File: config.mk
export PLATFORM = sky130hd
export DESIGN_NAME = irq_router
export DESIGN_NICKNAME = d
export VERILOG_FILES = /design/src/rtl/irq_router_pkg.sv /design/src/rtl/irq_router_regs.sv /design/src/rtl/irq_router_xbar.sv /design/src/rtl/irq_router.sv
export SDC_FILE = /design/constraint.sdc
export NUM_CORES = 1
export LEC_CHECK = 0
export BUFFER_PORTS_ARGS = -buffer_cell sky130_fd_sc_hd__buf_2
export CAP_MARGIN = 15
export CORE_MARGIN = 2
export CORE_UTILIZATION = 60
export DETAILED_ROUTE_END_ITERATION = 7
export GPL_TIMING_DRIVEN = 0
export HOLD_SLACK_MARGIN = 0.02
export PLACE_DENSITY = 0.84
export SLEW_MARGIN = 30
export SYNTH_ARGS = -nofsm -noshare
export SYNTH_HDL_FRONTEND = slang
export SYNTH_HIERARCHICAL = 1
export SYNTH_SLANG_ARGS = --single-unit
File: constraint.sdc
create_clock -name clk -period 3.3 [get_ports clk]
set_clock_uncertainty 0.05 [all_clocks]
set_input_delay 0.33 -clock clk [delete_from_list [all_inputs] [get_ports clk]]
set_output_delay 0.33 -clock clk [all_outputs]
set_load 0.005 [all_outputs]
File: src/rtl/irq_router_pkg.sv
// Package: shared constants and reset routing for the interrupt router.
// Assumes 4-bit routing fields and a 32-bit register port.
package irq_router_pkg;

    localparam int FIELD_W      = 4;
    localparam int REG_W        = 32;
    localparam int FIELDS_PER_W = REG_W / FIELD_W;
    localparam int ADDR_W       = 4;

    localparam logic [ADDR_W-1:0] ADDR_ENABLE = 4'd8;
    localparam logic [ADDR_W-1:0] ADDR_STATUS = 4'd9;

    localparam logic [FIELD_W-1:0] ROUTE_NONE = 4'hF;

    // Reset-time core line for a source; sources past the default table go nowhere.
    function automatic logic [FIELD_W-1:0] default_route(input int src);
        if (src <= 6)       return 4'd0;
        else if (src <= 8)  return 4'd1;
        else if (src <= 12) return 4'd2;
        else if (src == 13) return 4'd3;
        else                return ROUTE_NONE;
    endfunction

endpackage

File: src/rtl/irq_router_regs.sv
// Register file of the router: per-source routing fields, enable word,
// and a combinational read mux that also exposes the raw source levels.
// Assumes NUM_SRC <= DATA_W and that the routing words sit below ADDR_ENABLE.
module irq_router_regs
    import irq_router_pkg::*;
#(
    parameter int NUM_SRC = 14,
    parameter int DATA_W  = REG_W
) (
    input  logic                       clk,
    input  logic                       rst_n,
    input  logic                       wr_en,
    input  logic [ADDR_W-1:0]          addr,
    input  logic [DATA_W-1:0]          wdata,
    input  logic [NUM_SRC-1:0]         src_raw,
    output logic [DATA_W-1:0]          rdata,
    output logic [NUM_SRC*FIELD_W-1:0] route,
    output logic [NUM_SRC-1:0]         enable
);

    localparam int FPW    = DATA_W / FIELD_W;
    localparam int N_ASGN = (NUM_SRC + FPW - 1) / FPW;
    localparam int PAD_W  = N_ASGN * DATA_W;

    logic [PAD_W-1:0] route_pad;

    // One routing field per source, loaded from the default map at reset.
    for (genvar s = 0; s < NUM_SRC; s++) begin : g_field
        localparam logic [ADDR_W-1:0] WORD = ADDR_W'(s / FPW);
        localparam int                LSB  = (s % FPW) * FIELD_W;

        // Purpose: hold the routing field of source s.
        always_ff @(posedge clk) begin
            if (!rst_n)
                route[s*FIELD_W +: FIELD_W] <= default_route(s);
            else if (wr_en && addr == WORD)
                route[s*FIELD_W +: FIELD_W] <= wdata[LSB +: FIELD_W];
        end

        // a write to the owning word lands in this field on the next cycle.
        a_r3_field_write: assert property (@(posedge clk) disable iff (!rst_n)
            (wr_en && addr == WORD) |=> route[s*FIELD_W +: FIELD_W] == $past(wdata[LSB +: FIELD_W]));
    end

    // Purpose: hold the per-source enable bits, cleared at reset.
    always_ff @(posedge clk) begin
        if (!rst_n)
            enable <= '0;
        else if (wr_en && addr == ADDR_ENABLE)
            enable <= wdata[NUM_SRC-1:0];
    end

    // Zero-pad the fields so every routing word is full width.
    if (PAD_W > NUM_SRC*FIELD_W) begin : g_pad
        assign route_pad = {{(PAD_W-NUM_SRC*FIELD_W){1'b0}}, route};
    end else begin : g_nopad
        assign route_pad = route;
    end

    // Purpose: select read data from the addressed word.
    always_comb begin
        rdata = '0;
        if (int'(addr) < N_ASGN)
            rdata = route_pad[int'(addr)*DATA_W +: DATA_W];
        else if (addr == ADDR_ENABLE)
            rdata = DATA_W'(enable);
        else if (addr == ADDR_STATUS)
            rdata = DATA_W'(src_raw);
    end

    // the enable word follows the last write to its address.
    a_r5_enable_write: assert property (@(posedge clk) disable iff (!rst_n)
        (wr_en && addr == ADDR_ENABLE) |=> enable == $past(wdata[NUM_SRC-1:0]));

    // a write to the status address leaves the enable bits unchanged.
    a_r9_status_ro: assert property (@(posedge clk) disable iff (!rst_n)
        (wr_en && addr == ADDR_STATUS) |=> $stable(enable));

endmodule

File: src/rtl/irq_router_xbar.sv
// Routing matrix: decodes each source field against every core line,
// ORs the enabled matches per line and registers the result.
// Assumes route values >= NUM_CORE match no line.
module irq_router_xbar
    import irq_router_pkg::*;
#(
    parameter int NUM_SRC  = 14,
    parameter int NUM_CORE = 9
) (
    input  logic                       clk,
    input  logic                       rst_n,
    input  logic [NUM_SRC-1:0]         src,
    input  logic [NUM_SRC-1:0]         enable,
    input  logic [NUM_SRC*FIELD_W-1:0] route,
    output logic [NUM_CORE-1:0]        core_irq
);

    logic [NUM_SRC-1:0]  active;
    logic [NUM_SRC-1:0]  in_range;
    logic [NUM_CORE-1:0] hit;

    assign active = src & enable;

    // Flag sources whose field names a real core line.
    for (genvar s = 0; s < NUM_SRC; s++) begin : g_range
        assign in_range[s] = int'(route[s*FIELD_W +: FIELD_W]) < NUM_CORE;
    end

    // One OR tree per core line over the sources that select it.
    for (genvar c = 0; c < NUM_CORE; c++) begin : g_line
        logic [NUM_SRC-1:0] sel;
        for (genvar s = 0; s < NUM_SRC; s++) begin : g_src
            assign sel[s] = route[s*FIELD_W +: FIELD_W] == FIELD_W'(c);
        end
        assign hit[c] = |(active & sel);
    end

    // Purpose: register the core lines for one cycle of latency.
    always_ff @(posedge clk) begin
        if (!rst_n) core_irq <= '0;
        else        core_irq <= hit;
    end

    // with no enabled source high, every line is low next cycle.
    a_r5_masked_quiet: assert property (@(posedge clk) disable iff (!rst_n)
        (active == '0) |=> core_irq == '0);

    // sources routed out of range never raise a line.
    a_r6_nowhere: assert property (@(posedge clk) disable iff (!rst_n)
        ((active & in_range) == '0) |=> core_irq == '0);

    // an enabled, high, in-range source raises some line next cycle.
    a_r4_some_line: assert property (@(posedge clk) disable iff (!rst_n)
        ($countones(active & in_range) != 0) |=> core_irq != '0);

endmodule

File: src/rtl/irq_router.sv
// Top of the interrupt router: register file plus routing matrix.
// core_irq[n] feeds general interrupt level 7+n of the core event logic.
// Assumes level-sensitive, already-synchronous source lines.
module irq_router
    import irq_router_pkg::*;
#(
    parameter int NUM_SRC  = 14,
    parameter int NUM_CORE = 9,
    parameter int DATA_W   = REG_W
) (
    input  logic                clk,
    input  logic                rst_n,
    input  logic [NUM_SRC-1:0]  src_irq,
    input  logic                reg_wr_en,
    input  logic [ADDR_W-1:0]   reg_addr,
    input  logic [DATA_W-1:0]   reg_wdata,
    output logic [DATA_W-1:0]   reg_rdata,
    output logic [NUM_CORE-1:0] core_irq
);

    logic [NUM_SRC*FIELD_W-1:0] route;
    logic [NUM_SRC-1:0]         enable;

    irq_router_regs #(
        .NUM_SRC (NUM_SRC),
        .DATA_W  (DATA_W)
    ) u_regs (
        .clk     (clk),
        .rst_n   (rst_n),
        .wr_en   (reg_wr_en),
        .addr    (reg_addr),
        .wdata   (reg_wdata),
        .src_raw (src_irq),
        .rdata   (reg_rdata),
        .route   (route),
        .enable  (enable)
    );

    irq_router_xbar #(
        .NUM_SRC  (NUM_SRC),
        .NUM_CORE (NUM_CORE)
    ) u_xbar (
        .clk      (clk),
        .rst_n    (rst_n),
        .src      (src_irq),
        .enable   (enable),
        .route    (route),
        .core_irq (core_irq)
    );

    // core lines stay low on the first cycle out of reset.
    a_r2_reset_quiet: assert property (@(posedge clk) disable iff (!rst_n)
        $past(!rst_n) |-> core_irq == '0);

endmodule

======== Word-level counts from Yosys, hierarchy flattened ========
Index checks and enable logic that the tools add are counted.
word-level totals
  logic and storage cells ................. 173
  output and inout bits ................... 41
  input port bits ......................... 53
  bits in registers ....................... 79
cells by class
  mux-type cells .......................... 3
  $lt $le $gt $ge ......................... 1
  shift operators ......................... 1
  eq/ne operators ......................... 115
  reduce and logical (&&, ||, !) cells .... 27
  bitwise operators ....................... 10
operators by type and width
  cell                number
  $eq 4x3->1 const B  56
  $and 14x14->14      10
  $reduce_or 14->1    9
  $eq 4x2->1 const B  28
  $eq 4x4->1 const B  16
  $mux 32             2
  $shiftx 64x10->32   1
  $eq 4x1->1 const B  15
  $logic_not 4->1     15
  $mux 14             1
  $lt 4x2->1 const B  1
  $logic_and 1x1->1   3

======== Longest topological paths before layout ========
  depth in word-level cells ............... 4
  depth in mapped cells ................... 6
  gate-level depth less buffers ........... 4

======== Cells and area by module ========
The synthesis kept the hierarchy.
by module, submodules not included
  module           area each (sq um)  times used  seq. area each (sq um)  cells an instance
  irq_router_regs  3478.3             1           1401.3                  339
  irq_router_xbar  1530.2             1           180.2                   218

======== Worst setup path after synthesis ========
No wires, ideal clock.
  kind .................................... input port to output port
  start point ............................. input port reg_addr[0]
  end point ............................... output port reg_rdata[13]
  slack ................................... 1670 ps
  arrival time ............................ 1250 ps
  stages .................................. 4
  required time ........................... 2920 ps
  buffers on the path ..................... 2
  cells stage by stage .................... buf_6 > buf_8 > mux4_2 > and2_1
on the way
  longest elaborated chain between the ends .. 4
  elaborated cells between the ends (all ways) .. 7
  those cells by class .................... order compare: 1; eq/ne: 2; shift: 1; mux: 3
RTL lines
  item                                                       RTL line               text
  start, declared                                            irq_router.sv:15       input logic [ADDR_W-1:0] reg_addr,
  branches (longest 3 deep; another with $shiftx 64x10->32)  -
  $mux 32 *                                                  irq_router_regs.sv:63  if (int'(addr) < N_ASGN)
  end, declared                                              irq_router.sv:17       output logic [DATA_W-1:0] reg_rdata,
Every way passes the cells marked *.

======== Worst setup path after layout ========
  start point ............................. input port reg_addr[2]
  end point ............................... output port reg_rdata[13]
Same word-level chain as after synthesis.

==> qor.yml <==
clock_network:
  h-tree-depth: 3
  clock-sinks: 79
  cts_hold_buffers: 0
  path_clk_slew_ps: 90
  clock_path_buffers: 2
  cts-buffers-inserted: 9
  cts_tree: "done"
  cts_setup_buffers: 0
  worstSkewPairLatency_ps: 350
  root_buffer: "clkbuf_8"
  cts_resized: 0
cells_and_area:
  layout_common_cells: "nand2_1, buf_2, mux2i_1"
  stdcell_count: 768
  fill_cells: 658
  n_antenna_cell: 0
  drive_above_1_share_pct: 21.3
  layout_commonest_cell: "nand2_1"
  syn_to_final_growth_pct: 15.9
  nNetsFinal: 712
drt:
  route.vias.total: 5233
  drc: 0
  drtIter0Drc: 605
  antenna_left: 0
  drt-pass1-iter-count: 6
  routedWlPerCell_um: 24.9
  wl_um: 19100
  post_drt_via_cell_ratio: 6.81
synthesis:
  synth.distinct_cells: 46
  synth_area_leaders: "dfxtp_1, mux2i_1, nand2_1"
  syn_nets: 610
  syn_inst: 557
  syn_area_um2: 5010
  synth_async_sr_flop_share_pct: 0
  synth.yosys.seq_area_share_pct: 31.6
  synth_warnings: 6
  synth-main-ff-cell: "dfxtp_1"
  synth_area_leader_cell: "dfxtp_1"
  avgSynthCellArea_um2: 8.99
  synth-edff-count: 0
  synth-seq-cells: 79
  synth_top_area_share_pct: 31.6
timing:
  rsz0062_at_grt: "false"
  setup_tns_ps: 0
  worstMarginPinSlew_ps: 850
  maxSlewHeadroom_pct: 43.4
  fin_crit_ps: 2030
  setup_violations: 0
  finalHoldViolCount: 0
  drv_slew: 0
  timing.fmax_mhz: 493
  fin_crit_sh_pct: 61.5
worst_setup_path:
  endpoint_kind: "output port"
  critical_path_required_ps: 2920
  path_class: "in2out"
  cp-start-kind: "input pin"
  cp.arrival_ps: 1650
  cp_max_fo: 10
die:
  die-area_um2: 9090
  initial_core_util_pct: 61.6
  row_count: 33
  fp.dieW_um: 95.4
  coreArea_um2: 8130
  die_h_um: 95.4
  io_pins: 94
global_route:
  grt_pass1_wl_um: 27700
  grt_max_degree: 14
  antenna_found_initial: 0
  overflow: 0
  grt_pass1_vias: 4765
  grt_usage_pct: 41.9
pwr:
  pwr-share-seq_pct: 49.1
  power_mw: 2.00
  p_switching_mw: 0.526
  combPwrFrac_pct: 11.1
  ir_drop_mv: 0.289
  switching_share_pct: 26.3
  p_per_area_nw_per_um2: 345
  clkPwrFrac_pct: 39.8
  p_leak_nw: 2.42
  intPower_mw: 1.48
outcome:
  status: "complete, no violations"
place:
  numPortBuffers: 91
  dp_hpwl_um: 14400
  gp_congestion: 1.07
  place_inst: 753
hold_path:
  hold_class: "in2reg"
run:
  cap_viol_max_count: 0
[layer usage]
metal  share of wire, %  track usage [%]
met1                 37             55.3
met2                 44             64.9
met3                 14             11.5
met4                4.4             16.8
met5                  0                0
[critical path: stages]
cell and delay [ps]:
buf_2 120, nor2_4 290, clkbuf_1 540, and2_1 250, buf_2 120
[synthesized netlist by cell type, drive strengths merged (2+ instances only)]
library cell  count
nand4b           19
nor4             11
nand4             3
nor4b             6
or4bb             2
and3              9
or2               8
nand2b           23
mux4             14
inv               2
o32ai             8
nand4bb          11
dfxtp            79
nand2           105
nor3             18
o22ai            35
nor2             34
or4               2
nor2b            16
nand3b            2
a211oi            2
nor3b             2
nand3            10
a21oi             2
and2             14
buf              13
clkbuf           13
mux2i            80
a31oi             6
or2b              2
[logic make-up (layout without fill, tap and decap cells)]
kind of cell | count (synthesis) | in the layout | synth area share, %
buffers and inverters | 28 | 134 | 4.12
AND/OR/NAND/NOR | 300 | 300 | 33.8
multiplexers | 94 | 94 | 22.9
AO/OA/AOI/OAI | 56 | 56 | 7.59
flip-flops | 79 | 79 | 31.6
[cell type report]
cell class / instances / area (um^2) / share of cell area [%]
Clock buffer: 9 / 124 / 2.13
Inverter: 2 / 7.51 / 0.129
Tap cell: 105 / 131 / 2.26
Buffer: 26 / 199 / 3.43
Multi-Input combinational cell: 450 / 3220 / 55.5
Timing Repair Buffer: 91 / 455 / 7.84
Clock inverter: 6 / 86.3 / 1.49
Sequential cell: 79 / 1580 / 27.2
[state kept, by name, indices dropped and copies added, names as in the netlist]
| signal | cells |
|---|---|
| u_xbar/core_irq | 9 |
| u_regs/enable | 14 |
| u_regs/route | 56 |
[worst paths after layout]
path,from,slack [ps],to,cells past startpoint
setup / recovery,reg_addr[2],1270,reg_rdata[13],5
hold reg to reg,u_regs/route[26],460,u_regs/route[26],2
setup reg to reg,u_regs/route[16],1440,u_xbar/core_irq[8],3
hold / removal,reg_wdata[31],170,u_regs/route[31],3
[through the flow]
step           util, %  instance area [um^2]  setup slack, ps  hold slack [ps]
6_report          71.4                  5810             1270              174
5_1_grt           71.4                  5810             1280              168
4_1_cts           71.4                  5810             1340              167
3_5_place_dp      68.8                  5600             1370              442
3_3_place_gp      68.8                  5600             1400              425
2_1_floorplan        -                  5010             1670              405
[power groups by stage]
| stage | combinational (mW) | sequential [mW] | clock, mW |
|---|---|---|---|
| finish | 0.222 | 0.983 | 0.796 |
| global route | 0.231 | 0.985 | 0.831 |
| CTS | 0.214 | 0.982 | 0.799 |
| detailed placement | 0.213 | 1.00 | 0 |
| global placement | 0.203 | 1.00 | 0 |
| floorplan | 0.121 | 0.997 | 0 |
Note: power is estimated with default switching activity, not from simulation.
